**src/rtl/coh_pkg.sv**
```systemverilog
package coh_pkg;
  typedef enum logic [1:0] {
    ST_INV = 2'b00,
    ST_SHR = 2'b01,
    ST_EXC = 2'b10
  } line_st_e;

  typedef enum logic [1:0] {
    OP_NONE   = 2'b00,
    OP_RDMISS = 2'b01,
    OP_WRMISS = 2'b10
  } bus_op_e;
endpackage

```
**src/rtl/coh_tag_array.sv**
```systemverilog
module coh_tag_array
  import coh_pkg::*;
#(
  parameter int IDX_W = 4,
  parameter int TAG_W = 12,
  localparam int LINES = 1 << IDX_W
) (
  input  logic             clk_i,
  input  logic             rst_ni,
  input  logic [IDX_W-1:0] a_idx_i,
  output logic [TAG_W-1:0] a_tag_o,
  output line_st_e         a_st_o,
  input  logic [IDX_W-1:0] b_idx_i,
  output logic [TAG_W-1:0] b_tag_o,
  output line_st_e         b_st_o,
  input  logic             snp_we_i,
  input  logic [IDX_W-1:0] snp_idx_i,
  input  line_st_e         snp_st_i,
  input  logic             cpu_we_i,
  input  logic [IDX_W-1:0] cpu_idx_i,
  input  logic [TAG_W-1:0] cpu_tag_i,
  input  line_st_e         cpu_st_i
);
  logic [TAG_W-1:0] tag_all [LINES];
  line_st_e         st_all  [LINES];

  for (genvar g = 0; g < LINES; g++) begin : g_line
    logic [TAG_W-1:0] tag_q;
    line_st_e         st_q;
    logic             cpu_sel, snp_sel;
    assign cpu_sel = cpu_we_i && (cpu_idx_i == IDX_W'(g));
    assign snp_sel = snp_we_i && (snp_idx_i == IDX_W'(g));
    // cpu write already folds in a same-index snoop result
    always_ff @(posedge clk_i or negedge rst_ni) begin
      if (!rst_ni) begin
        tag_q <= '0;
        st_q  <= ST_INV;
      end else if (cpu_sel) begin
        tag_q <= cpu_tag_i;
        st_q  <= cpu_st_i;
      end else if (snp_sel) begin
        st_q  <= snp_st_i;
      end
    end
    assign tag_all[g] = tag_q;
    assign st_all[g]  = st_q;
  end

  assign a_tag_o = tag_all[a_idx_i];
  assign a_st_o  = st_all[a_idx_i];
  assign b_tag_o = tag_all[b_idx_i];
  assign b_st_o  = st_all[b_idx_i];
endmodule

```
**src/rtl/coh_snoop_ctl.sv**
```systemverilog
module coh_snoop_ctl
  import coh_pkg::*;
#(
  parameter int TAG_W = 12
) (
  input  logic             valid_i,
  input  bus_op_e          op_i,
  input  logic [TAG_W-1:0] tag_i,
  input  logic [TAG_W-1:0] cur_tag_i,
  input  line_st_e         cur_st_i,
  output logic             upd_o,
  output line_st_e         nxt_st_o,
  output logic             wb_o
);
  logic match;
  assign match = valid_i && (op_i != OP_NONE) && (cur_st_i != ST_INV) && (cur_tag_i == tag_i);

  always_comb begin
    upd_o    = 1'b0;
    wb_o     = 1'b0;
    nxt_st_o = cur_st_i;
    if (match) begin
      unique case (cur_st_i)
        ST_EXC: begin
          upd_o    = 1'b1;
          wb_o     = 1'b1;
          nxt_st_o = (op_i == OP_RDMISS) ? ST_SHR : ST_INV;
        end
        ST_SHR: begin
          if (op_i == OP_WRMISS) begin
            upd_o    = 1'b1;
            nxt_st_o = ST_INV;
          end
        end
        default: ;
      endcase
    end
  end
endmodule

```
**src/rtl/coh_cpu_ctl.sv**
```systemverilog
module coh_cpu_ctl
  import coh_pkg::*;
#(
  parameter int TAG_W = 12
) (
  input  logic             req_i,
  input  logic             we_i,
  input  logic [TAG_W-1:0] tag_i,
  input  logic [TAG_W-1:0] cur_tag_i,
  input  line_st_e         cur_st_i,
  output logic             hit_o,
  output logic             miss_o,
  output bus_op_e          op_o,
  output logic             vic_wb_o,
  output logic [TAG_W-1:0] vic_tag_o,
  output logic             upd_o,
  output line_st_e         nxt_st_o
);
  logic present, enough;
  assign present = (cur_st_i != ST_INV) && (cur_tag_i == tag_i);
  assign enough  = we_i ? (cur_st_i == ST_EXC) : 1'b1;

  always_comb begin
    hit_o     = 1'b0;
    miss_o    = 1'b0;
    op_o      = OP_NONE;
    vic_wb_o  = 1'b0;
    vic_tag_o = cur_tag_i;
    upd_o     = 1'b0;
    nxt_st_o  = cur_st_i;
    if (req_i) begin
      if (present && enough) begin
        hit_o = 1'b1;
      end else begin
        miss_o   = 1'b1;
        upd_o    = 1'b1;
        op_o     = we_i ? OP_WRMISS : OP_RDMISS;
        nxt_st_o = we_i ? ST_EXC : ST_SHR;
        vic_wb_o = !present && (cur_st_i == ST_EXC);
      end
    end
  end
endmodule

```
**src/rtl/snoop_inval_ctrl.sv**
```systemverilog
module snoop_inval_ctrl
  import coh_pkg::*;
#(
  parameter int ADDR_W = 16,
  parameter int IDX_W  = 4,
  localparam int TAG_W = ADDR_W - IDX_W
) (
  input  logic              clk_i,
  input  logic              rst_ni,
  input  logic              cpu_req_i,
  input  logic              cpu_we_i,
  input  logic [ADDR_W-1:0] cpu_addr_i,
  output logic              cpu_hit_o,
  output logic              cpu_miss_o,
  output logic [1:0]        bus_op_o,
  output logic [ADDR_W-1:0] bus_addr_o,
  output logic              vic_wb_o,
  output logic [ADDR_W-1:0] vic_addr_o,
  input  logic              snp_valid_i,
  input  logic [1:0]        snp_op_i,
  input  logic [ADDR_W-1:0] snp_addr_i,
  output logic              snp_wb_o
);
  logic [IDX_W-1:0] cpu_idx, snp_idx;
  logic [TAG_W-1:0] cpu_tag, snp_tag;
  assign cpu_idx = cpu_addr_i[IDX_W-1:0];
  assign cpu_tag = cpu_addr_i[ADDR_W-1:IDX_W];
  assign snp_idx = snp_addr_i[IDX_W-1:0];
  assign snp_tag = snp_addr_i[ADDR_W-1:IDX_W];

  logic [TAG_W-1:0] s_cur_tag, c_cur_tag, vic_tag;
  line_st_e         s_cur_st, c_arr_st, c_cur_st, s_nxt_st, c_nxt_st;
  logic             s_upd, c_upd;
  bus_op_e          c_op;

  coh_tag_array #(.IDX_W(IDX_W), .TAG_W(TAG_W)) i_array (
    .clk_i     (clk_i),
    .rst_ni    (rst_ni),
    .a_idx_i   (snp_idx),
    .a_tag_o   (s_cur_tag),
    .a_st_o    (s_cur_st),
    .b_idx_i   (cpu_idx),
    .b_tag_o   (c_cur_tag),
    .b_st_o    (c_arr_st),
    .snp_we_i  (s_upd),
    .snp_idx_i (snp_idx),
    .snp_st_i  (s_nxt_st),
    .cpu_we_i  (c_upd),
    .cpu_idx_i (cpu_idx),
    .cpu_tag_i (cpu_tag),
    .cpu_st_i  (c_nxt_st)
  );

  coh_snoop_ctl #(.TAG_W(TAG_W)) i_snoop (
    .valid_i   (snp_valid_i),
    .op_i      (bus_op_e'(snp_op_i)),
    .tag_i     (snp_tag),
    .cur_tag_i (s_cur_tag),
    .cur_st_i  (s_cur_st),
    .upd_o     (s_upd),
    .nxt_st_o  (s_nxt_st),
    .wb_o      (snp_wb_o)
  );

  // snoop result seen by a same-index CPU access
  assign c_cur_st = (s_upd && (snp_idx == cpu_idx)) ? s_nxt_st : c_arr_st;

  coh_cpu_ctl #(.TAG_W(TAG_W)) i_cpu (
    .req_i     (cpu_req_i),
    .we_i      (cpu_we_i),
    .tag_i     (cpu_tag),
    .cur_tag_i (c_cur_tag),
    .cur_st_i  (c_cur_st),
    .hit_o     (cpu_hit_o),
    .miss_o    (cpu_miss_o),
    .op_o      (c_op),
    .vic_wb_o  (vic_wb_o),
    .vic_tag_o (vic_tag),
    .upd_o     (c_upd),
    .nxt_st_o  (c_nxt_st)
  );

  assign bus_op_o   = c_op;
  assign bus_addr_o = cpu_miss_o ? cpu_addr_i : '0;
  assign vic_addr_o = vic_wb_o ? {vic_tag, cpu_idx} : '0;
endmodule

```
**config.mk**
```make
export PLATFORM = sky130hd
export DESIGN_NAME = snoop_inval_ctrl
export DESIGN_NICKNAME = d
export VERILOG_FILES = /design/src/rtl/coh_pkg.sv /design/src/rtl/coh_tag_array.sv /design/src/rtl/coh_snoop_ctl.sv /design/src/rtl/coh_cpu_ctl.sv /design/src/rtl/snoop_inval_ctrl.sv
export SDC_FILE = /design/constraint.sdc
export NUM_CORES = 1
export LEC_CHECK = 0
export ABC_AREA = 1
export ABC_CLOCK_PERIOD_IN_PS = 5700
export BUFFER_PORTS_ARGS = -buffer_cell sky130_fd_sc_hd__buf_2
export CELL_PAD_IN_SITES_DETAIL_PLACEMENT = 0
export CELL_PAD_IN_SITES_GLOBAL_PLACEMENT = 1
export CORE_ASPECT_RATIO = 0.9
export CORE_MARGIN = 5
export CORE_UTILIZATION = 49
export CTS_CLUSTER_SIZE = 40
export DETAILED_ROUTE_END_ITERATION = 12
export HOLD_SLACK_MARGIN = 0.03
export PLACE_DENSITY = 0.89
export SLEW_MARGIN = 40
export SYNTH_ARGS = -nofsm -noshare
export SYNTH_HDL_FRONTEND = slang
export SYNTH_SLANG_ARGS = --single-unit
```
**constraint.sdc**
```tcl
create_clock -name clk_i -period 5.7 [get_ports clk_i]
set_input_delay 0.57 -clock clk_i [delete_from_list [all_inputs] [get_ports clk_i]]
set_output_delay 0.57 -clock clk_i [all_outputs]
set_load 0.02 [all_outputs]
```
==> flow_summary.json, run 1 <==
{
  "status": "complete, no violations",
  "fin_nets": 1985,
  "synthToLayoutAreaGrowth_pct": 9.14,
  "start_util": 0.495,
  "synthArstFlopShare": 1.00,
  "fillers": 2739,
  "max_freq_ghz": 0.197,
  "synth_area_per_cell_um2": 7.15,
  "drt_wl_total_um": 49100,
  "antenna_found_initial": 0,
  "met2_usage": 0.466,
  "worst-path-buf-inv": 5,
  "drive_above_1_share": 0.101,
  "cp-end-kind": "output pin",
  "synth_cell_types": 36,
  "n_antenna_cell": 0,
  "gp_congestion": 0.973,
  "required_ps": 5130,
  "fin_skew_ps": 18.8,
  "worstMarginPinSlew_ps": 893,
  "path_max_fanout": 28,
  "numPortBuffers": 76,
  "grt_pass1_wl_um": 76200,
  "dp_hpwl_um": 31400,
  "path_clk_slew_ps": 60,
  "postPlaceCellArea_mm2": 0.0141,
  "cp-start-kind": "input pin",
  "hold_class": "reg2reg",
  "die-area_mm2": 0.0315,
  "grt_max_degree": 74,
  "synth-edff-count": 0,
  "numCtsBuffers": 27,
  "yosysTopAreaCellShare": 0.408,
  "yosys_most_used_dff": "dfrtp_1",
  "design_area_mm2": 0.0150,
  "root_buffer": "clkbuf_16",
  "critical_path_class": "in2out",
  "vias_per_cell": 5.93,
  "overflow": 0,
  "use_met3": 0.0720,
  "synth_common_cells": "728 x nand2_1, 224 x dfrtp_1, 161 x nand3_1",
  "coreArea_mm2": 0.0278,
  "arrival_ps": 4500,
  "syn_inst": 1922,
  "grt-busiest-layer": "met2",
  "slew_headroom": 0.404,
  "leakagePower_nw": 7.25,
  "netlist_area_mm2": 0.0137,
  "critPathSlowestCell": "nand2_4",
  "grtUsageTotal": 0.302,
  "die_w_um": 187,
  "crit_family": "simple AND/OR/NAND/NOR gates",
  "finalCritPeriodShare": 0.890,
  "first_iter_violations": 1808,
  "fin_setup_tns_ps": 0,
  "h-tree-depth": 1,
  "drv_cap": 0,
  "r2r_setup_slack_ps": 1210,
  "num_rows": 58,
  "cp_common_cell": "nand2_1",
  "cts_tree": "yes",
  "syn-num-nets": 1965,
  "synth_top_area_cell": "dfrtp_1",
  "ys.warnings.count": 0,
  "slew_violations": 0,
  "drc": 0,
  "netlist_top_cells_area": "dfrtp_1 41%, nand2_1 20%, a22oi_1 6.2%",
  "setup_viol": 0,
  "clkLatencyLatePin_ps": 540,
  "postCtsSetupBuffers": 0,
  "use_met1": 0.428,
  "finalHoldViolCount": 0,
  "clock_sinks": 224,
  "fin_crit_ps": 5070,
  "yosysMostFrequentCell": "nand2_1",
  "postRouteAntennaNets": 0,
  "grt_pass1_vias": 13000,
  "wl_per_cell_um": 21.2,
  "die_h_um": 169,
  "rsz0062_at_grt": "no",
  "via_count": 13700,
  "io_pins": 77,
  "ir_worst_vdd_mv": 0.221,
  "power_density_mw_per_mm2": 336,
  "ys_seq_elements": 224,
  "dr.pass1.iters": 6,
  "cts.path.max_buffers": 3,
  "yosysSeqAreaShare": 0.408,
  "slowest_delay_ps": 400
}
==> tightest hold or removal path, stage by stage, from the launching register on <==
cell	delay [ps]
dfrtp_1	360
nand2_1	70
o21ai_2	50
==> layout by cell type (no fill, tap or decap), types with 4 or more instances in the layout <==
| cell type | count |
|---|---|
| nand3_4 | 9 |
| buf_2 | 75 |
| o21ai_0 | 101 |
| clkbuf_1 | 7 |
| ha_1 | 4 |
| nand2_2 | 6 |
| o21bai_1 | 7 |
| nor3_1 | 4 |
| o221ai_1 | 8 |
| nand3_2 | 9 |
| inv_1 | 96 |
| o21ai_2 | 4 |
| clkbuf_16 | 27 |
| nand2_1 | 728 |
| dfrtp_1 | 224 |
| clkinv_2 | 4 |
| nand4_1 | 16 |
| xor2_1 | 12 |
| a22oi_1 | 114 |
| buf_4 | 27 |
| nor2_2 | 5 |
| nor2_4 | 4 |
| clkbuf_8 | 5 |
| inv_2 | 4 |
| o21ai_1 | 97 |
| a21oi_1 | 48 |
| nor4_1 | 9 |
| nor2_1 | 120 |
| nand3_1 | 161 |
==> per-stage QoR <==
step | worst slack, ps | instances | utilization | power (W) | hold WS [ps]
2_1_floorplan | 1500 | 1922 | - | 0.00297 | 274
3_3_place_gp | 599 | 2271 | 0.508 | 0.00333 | 488
3_5_place_dp | 623 | 2272 | 0.509 | 0.00337 | 493
4_1_cts | 746 | 2319 | 0.539 | 0.00502 | 506
5_1_grt | 394 | 2319 | 0.540 | 0.00532 | 534
6_report | 629 | 2319 | 0.540 | 0.00504 | 506
==> cells by family after synthesis <==
logic type / after synthesis / share of synthesized area
and+or+nand+nor: 1078 / 0.332
AOI/OAI and AO/OA: 380 / 0.164
DFF: 224 / 0.408
buffers and inverters: 222 / 0.0838
xor gates and xnor gates: 14 / 0.00892
adders and majority gates: 4 / 0.00364
==> sequential cells by signal, summed over array words and instances, names as in the netlist <==
signal	count
i_array.g_line.tag_q	192
i_array.g_line.st_q	32
==> power by group <==
group | internal (W) | switching, W | leakage (nW)
logic | 0.000415 | 0.000756 | 4.00
registers | 0.00192 | 0.000287 | 2.83
clock network | 0.000976 | 0.000682 | 0.416
total | 0.00331 | 0.00173 | 7.25
==> metal layers <==
metal  vias up  part of all wire
li1       6394                 -
met1      6591              0.43
met2       671              0.44
met3        87              0.10
met4         0             0.026
met5         -                 0
==> final timing paths <==
check,startpoint,endpoint,depth (start not counted)
setup / recovery,snp_addr_i[0],bus_addr_o[8],25
hold / removal,i_array.g_line[13].tag_q[4]$_DFFE_PN0P_,i_array.g_line[13].tag_q[4]$_DFFE_PN0P_,2
setup reg to reg,i_array.g_line[4].st_q[1]$_DFFE_PN0P_,i_array.g_line[1].tag_q[7]$_DFFE_PN0P_,20
hold reg to reg,i_array.g_line[13].tag_q[4]$_DFFE_PN0P_,i_array.g_line[13].tag_q[4]$_DFFE_PN0P_,2
max in group asynchronous,rst_ni,i_array.g_line[2].tag_q[0]$_DFFE_PN0P_,4
min in group asynchronous,rst_ni,i_array.g_line[2].tag_q[6]$_DFFE_PN0P_,2
==> layout make-up <==
cell class / instances / area (um^2) / share of cell area
timing repair buffer: 110 / 704 / 0.0469
sequential: 224 / 5610 / 0.374
inverter: 103 / 394 / 0.0263
tap: 360 / 450 / 0.0300
multi-input combinational: 1476 / 7010 / 0.467
clock inverter: 7 / 67.6 / 0.00450
clock buffer: 39 / 771 / 0.0514
==> timing repair <==
action                                 CTS  global route
hold buffers                             1             0
resized for setup                        0             0
endpoints found under the hold margin   45             0
Note: power is estimated with default switching activity, not from simulation.
==> run 2, diff against run 1 <==
RECOVER_POWER = 100   (was unset)
==> run 2 against run 1 <==
  * The run now ends with max-capacitance violations, max-slew violations left
  * Largest cell class unchanged
  * Sequential cell count did not move
  * Critical path depth fell by 1
  * Critical path type is now in2reg
  * Clock skew rose by 3.8 ps
==> flow_summary.json, run 2 (synthesized netlist as in run 1, its figures left out) <==
{
  "io_pins": 77,
  "power_density_mw_per_mm2": 339,
  "cp-end-kind": "flip-flop",
  "dr.pass1.iters": 8,
  "top_regs": "i_array.g_line.tag_q: 192 flops, i_array.g_line.st_q: 32 flops",
  "dp_hpwl_um": 31400,
  "fin_skew_ps": 22.6,
  "fin_setup_tns_ps": 0,
  "postCtsSetupBuffers": 0,
  "postRouteAntennaNets": 0,
  "slew_headroom": -0.843,
  "setup_viol": 0,
  "p_comb_frac": 0.229,
  "first_iter_violations": 1694,
  "slowest_delay_ps": 1030,
  "swShare": 0.341,
  "coreArea_mm2": 0.0278,
  "antenna_found_initial": 0,
  "critPathSlowestCell": "nand3_1",
  "die_w_um": 187,
  "finalCritPeriodShare": 0.916,
  "grt_pass1_vias": 13000,
  "start_util": 0.495,
  "leakagePower_nw": 7.09,
  "slew_violations": 107,
  "grt_max_degree": 74,
  "drc": 0,
  "overflow": 0,
  "path_max_fanout": 28,
  "hold_class": "reg2reg",
  "drv_cap": 2,
  "ir_worst_vdd_mv": 0.221,
  "fin_crit_ps": 5220,
  "cp-start-kind": "input pin",
  "numPortBuffers": 76,
  "multiInputGateArea_mm2": 0.00689,
  "synthToLayoutAreaGrowth_pct": 7.69,
  "gp_congestion": 0.973,
  "via_count": 13800,
  "rsz0062_at_grt": "no",
  "cts.path.max_buffers": 3,
  "violations": "max-capacitance violations, max-slew violations",
  "n_antenna_cell": 0,
  "drt_wl_total_um": 49000,
  "arrival_ps": 5630,
  "max_freq_ghz": 0.191,
  "worstMarginPinSlew_ps": 2760,
  "num_rows": 58,
  "die_h_um": 169,
  "path_cells": "buf_2 -> nand2_4 -> inv_4 -> nand2_1 -> nand4_1 -> nand2_1 -> nand4_1 -> inv_1 -> ha_1 -> nor2_1 -> buf_4 -> nand2_1 -> nor2_1 -> nand2_1 -> nor2_1 -> nand3_1 -> nor2_4 -> nand3_2 -> nand2_2 -> nand2_1 -> nand3_1 -> buf_4 -> nand3_1 -> o21ai_0",
  "finalHoldViolCount": 0,
  "required_ps": 6110,
  "clock_sinks": 224,
  "layout_commonest_cell": "nand2_1",
  "path_clk_slew_ps": 60,
  "critical_path_class": "in2reg",
  "wl_per_cell_um": 21.1,
  "vias_per_cell": 5.97,
  "intPower_w": 0.00330,
  "p_seq_frac": 0.441,
  "numCtsBuffers": 27,
  "top_register": "i_array.g_line.tag_q",
  "drive_above_1_share": 0.0730,
  "post_cts_resized": 0,
  "grtUsageTotal": 0.302,
  "switchingPower_w": 0.00171,
  "place_ws_ps": 623,
  "h-tree-depth": 1,
  "die-area_mm2": 0.0315,
  "layout_common_cells": "730 x nand2_1, 224 x dfrtp_1, 173 x nand3_1",
  "power_frac_clock": 0.330,
  "cp_common_cell": "nand2_1",
  "fillers": 2786,
  "clkLatencyLatePin_ps": 540,
  "worst_slack_ps": 477,
  "largest_reg_flops": 192,
  "rr_worst_depth": 19,
  "hold_depth": 2,
  "grt_pass1_wl_um": 76200,
  "cts_tree": "yes",
  "fin_nets": 1985,
  "regArea_mm2": 0.00561,
  "status": "complete, but fails checks",
  "root_buffer": "clkbuf_16"
}
[run 2: cell count changes in the layout (fill, tap and decap cells not counted), sizes merged]
cell | before | now
clkbuf | 39 | 77
buf | 109 | 70
dlymetal6s2s | 0 | 1
[run 2: metal layers]
layer | wire length (um) | global-route usage
met5 | 0 | 0
met4 | 1280 | 0.0865
met3 | 5150 | 0.0720
met2 | 21500 | 0.466
met1 | 21000 | 0.428
[run 2: timing repair]
| action | CTS | global route |
|---|---|---|
| endpoints found under the hold margin | 45 | 0 |
| setup endpoints to repair | 0 | 0 |
| hold buffers | 1 | 0 |
[run 2: path summary, 6_finish.rpt]
| kind | startpoint | slack [ps] | endpoint |
|---|---|---|---|
| setup / recovery | snp_addr_i[0] | 480 | i_array.g_line[3].tag_q[11]$_DFFE_PN0P_ |
| hold / removal | i_array.g_line[13].tag_q[4]$_DFFE_PN0P_ | 510 | i_array.g_line[13].tag_q[4]$_DFFE_PN0P_ |
| setup reg to reg | i_array.g_line[12].st_q[1]$_DFFE_PN0P_ | 710 | i_array.g_line[3].tag_q[11]$_DFFE_PN0P_ |
| hold reg to reg | i_array.g_line[13].tag_q[4]$_DFFE_PN0P_ | 510 | i_array.g_line[13].tag_q[4]$_DFFE_PN0P_ |
| max in group asynchronous | rst_ni | 1520 | i_array.g_line[3].tag_q[0]$_DFFE_PN0P_ |
| min in group asynchronous | rst_ni | 1460 | i_array.g_line[2].tag_q[6]$_DFFE_PN0P_ |
[run 2: worst max-delay path, delay by kind of cell]
kind / cells / cell delay [ps]
adder cells (fa/ha/maj): 1 / 210
AND/OR/NAND/NOR: 17 / 3180
buffers and inverters: 5 / 1040
AO/OA/AOI/OAI: 1 / 600
[run 2: through the flow]
step | cells | hold slack [ps] | utilization | total power [W] | instance area [um^2]
2_1_floorplan | 1922 | 274 | - | 0.00297 | 13700
3_3_place_gp | 2271 | 488 | 0.508 | 0.00333 | 14100
3_5_place_dp | 2272 | 493 | 0.509 | 0.00337 | 14100
4_1_cts | 2319 | 506 | 0.539 | 0.00502 | 15000
5_1_grt | 2319 | 534 | 0.533 | 0.00530 | 14800
6_report | 2319 | 509 | 0.533 | 0.00501 | 14800
[run 2: power groups by stage]
stage | logic [W] | clock network (W) | registers [W]
floorplan | 0.000827 | 0 | 0.00214
global placement | 0.00112 | 0 | 0.00221
detailed placement | 0.00115 | 0 | 0.00222
CTS | 0.00115 | 0.00167 | 0.00220
global route | 0.00130 | 0.00175 | 0.00225
finish | 0.00115 | 0.00165 | 0.00221
[run 2: area by class of cell]
| type | count | area share |
|---|---|---|
| sequential | 224 | 0.379 |
| multi-input combinational | 1476 | 0.465 |
| timing repair buffer | 110 | 0.0428 |
| clock buffer | 39 | 0.0521 |
| inverter | 103 | 0.0266 |
| tap | 360 | 0.0304 |
| clock inverter | 7 | 0.00456 |
==> run 3, diff against run 2 <==
CORE_UTILIZATION = 48   (was 49)
PLACE_DENSITY = 0.9   (was 0.89)
SYNTH_HIERARCHICAL = 1   (was unset)
==> run 3 against run 2 <==
  * The run still ends with max-capacitance violations, max-slew violations left
  * Hold slack worse by 130 ps
  * Area after synthesis up 10%
  * Power up 8.5%
  * Combinational power up 28%
  * Utilization up 0.075 points
  * Largest cell class unchanged
==> flow_summary.json, run 3 <==
{
  "synthToLayoutAreaGrowth_pct": 9.19,
  "clkLatencyLatePin_ps": 590,
  "die_h_um": 178,
  "worstMarginPinSlew_ps": 2660,
  "final_util": 0.533,
  "violations": "max-capacitance violations, max-slew violations",
  "syn-num-nets": 2461,
  "cp-end-kind": "output pin",
  "synth_top_area_cell": "dfrtp_1",
  "ys.warnings.count": 6,
  "worst-path-buf-inv": 9,
  "slew_headroom": -0.775,
  "p_seq_frac": 0.383,
  "grtUsageTotal": 0.313,
  "num_rows": 61,
  "rsz0062_at_grt": "no",
  "p_comb_frac": 0.271,
  "power_frac_clock": 0.346,
  "hold_class": "in2reg",
  "netlist_area_mm2": 0.0151,
  "first_iter_violations": 1722,
  "yosysTopAreaCellShare": 0.370,
  "cp-start-kind": "input pin",
  "netlist_top_cells_area": "dfrtp_1 37%, nand2_1 22%, nand3_1 15%",
  "leakagePower_nw": 8.97,
  "largest_reg_flops": 192,
  "worst_slack_ps": 598,
  "numCtsBuffers": 27,
  "numPortBuffers": 76,
  "synth_common_cells": "900 x nand2_1, 441 x nand3_1, 351 x inv_1",
  "grt_max_degree": 122,
  "yosys_most_used_dff": "dfrtp_1",
  "antenna_found_initial": 0,
  "post_cts_resized": 0,
  "via_count": 15800,
  "n_antenna_cell": 0,
  "start_util": 0.489,
  "drive_above_1_share": 0.0684,
  "synth-edff-count": 0,
  "layout_commonest_cell": "nand2_1",
  "dp_hpwl_um": 35800,
  "clock_sinks": 224,
  "fillers": 3228,
  "setup_viol": 0,
  "io_pins": 77,
  "slew_violations": 85,
  "synthArstFlopShare": 1.00,
  "power_density_mw_per_mm2": 329,
  "postRouteAntennaNets": 0,
  "overflow": 0,
  "path_clk_slew_ps": 60,
  "switchingPower_w": 0.00192,
  "grt_pass1_vias": 14500,
  "h-tree-depth": 1,
  "synth_cell_types": 27,
  "ir_worst_vdd_mv": 0.286,
  "syn_inst": 2418,
  "fin_nets": 2451,
  "place_ws_ps": 577,
  "top_regs": "i_array/g_line.tag_q: 192 flops, i_array/g_line.st_q: 32 flops",
  "die-area_mm2": 0.0352,
  "arrival_ps": 4530,
  "yosysSeqAreaShare": 0.370,
  "vias_per_cell": 5.55,
  "critPathSlowestCell": "clkinv_2",
  "drv_cap": 2,
  "yosysMostFrequentCell": "nand2_1",
  "drt_wl_total_um": 55700,
  "drc": 0,
  "slowest_delay_ps": 310,
  "crit_family": "simple AND/OR/NAND/NOR gates",
  "critical_path_class": "in2out",
  "fin_setup_tns_ps": 0,
  "dr.pass1.iters": 7,
  "grt_pass1_wl_um": 86100,
  "max_freq_ghz": 0.196,
  "layout_common_cells": "911 x nand2_1, 444 x nand3_1, 347 x inv_1",
  "top_register": "i_array/g_line.tag_q",
  "cts.path.max_buffers": 3,
  "swShare": 0.353,
  "whs_ps": 379,
  "required_ps": 5130,
  "intPower_w": 0.00352,
  "wl_per_cell_um": 19.7,
  "coreArea_mm2": 0.0310,
  "ys_seq_elements": 224,
  "fin_skew_ps": 37.6,
  "cp_common_cell": "nand2_1",
  "status": "complete, but fails checks",
  "finalCritPeriodShare": 0.895,
  "path_max_fanout": 20,
  "die_w_um": 197,
  "synth_area_per_cell_um2": 6.26,
  "cts_tree": "yes",
  "root_buffer": "clkbuf_16",
  "fin_crit_ps": 5100,
  "gp_congestion": 0.972,
  "finalHoldViolCount": 0
}
==> run 3: cell types whose count changed after synthesis, moves of 89 or more <==
cell     delta
o21ai_1    -89
nand3_1   +280
nand2_1   +172
a22oi_1   -114
inv_1     +255
o21ai_0   +125
==> run 3: worst register-to-register path, delay by kind of cell, from the launching register on <==
kind            cells  cell delay (ps)
compound gates      3              530
fa+ha+maj           1              220
buf+inv             7             1180
flops               1              330
simple gates       22             2490
==> run 3: layout make-up <==
class	instances	area (um^2)	share of cell area
tap	409	512	0.0310
timing repair buffer	116	774	0.0469
clock buffer	35	766	0.0463
sequential	224	5610	0.339
inverter	365	1370	0.0830
clock inverter	14	194	0.0117
multi-input combinational	1674	7310	0.442
==> run 3: cells by family after synthesis <==
group                    synth area share
AND/OR/NAND/NOR                     0.404
buffers and inverters               0.142
AO/OA/AOI/OAI                      0.0785
flip-flops                          0.370
adder cells (fa/ha/maj)           0.00331
XOR/XNOR                          0.00174
==> run 3: per-stage QoR <==
| stage | cell area (um^2) | power, W | std cells |
|---|---|---|---|
| 5_1_grt | 16500 | 0.00576 | 2837 |
| 6_report | 16500 | 0.00544 | 2837 |
| 2_1_floorplan | 15100 | 0.00311 | 2418 |
| 4_1_cts | 16700 | 0.00545 | 2837 |
| 3_5_place_dp | 15800 | 0.00356 | 2787 |
| 3_3_place_gp | 15700 | 0.00352 | 2785 |
==> run 3: final timing paths <==
| kind | depth (start not counted) | end | startpoint | slack, ps |
|---|---|---|---|---|
| worst max-delay path | 32 | bus_addr_o[1] | snp_addr_i[0] | 600 |
| worst min-delay path | 3 | i_array/g_line[11].tag_q[10]$_DFFE_PN0P_ | cpu_addr_i[14] | 380 |
| worst max register to register | 33 | i_array/g_line[7].tag_q[9]$_DFFE_PN0P_ | i_array/g_line[13].st_q[0]$_DFFE_PN0P_ | 770 |
| worst min register to register | 2 | i_array/g_line[14].tag_q[7]$_DFFE_PN0P_ | i_array/g_line[14].tag_q[7]$_DFFE_PN0P_ | 480 |
| max in group asynchronous | 3 | i_array/g_line[2].tag_q[4]$_DFFE_PN0P_ | rst_ni | 1190 |
| min in group asynchronous | 2 | i_array/g_line[13].tag_q[2]$_DFFE_PN0P_ | rst_ni | 1370 |
==> run 3: routing by layer <==
metal | GRT usage | share of wire | vias up
met5 | 0 | 0 | -
li1 | - | - | 7473
met1 | 0.464 | 0.43 | 7313
met2 | 0.469 | 0.42 | 862
met4 | 0.0869 | 0.028 | 0
met3 | 0.0599 | 0.12 | 106
==> run 3: power by group through the flow <==
stage	registers, W	clock network, W	logic (W)
after floorplan	0.00207	0	0.00104
after CTS	0.00208	0.00190	0.00146
after detailed placement	0.00211	0	0.00145
final	0.00208	0.00188	0.00147
after global routing	0.00212	0.00197	0.00167
after global placement	0.00210	0	0.00142
==> run 3: repair_timing <==
item	CTS	global route
hold buffers	1	0
endpoints found under the hold margin	47	0
setup buffers	0	0
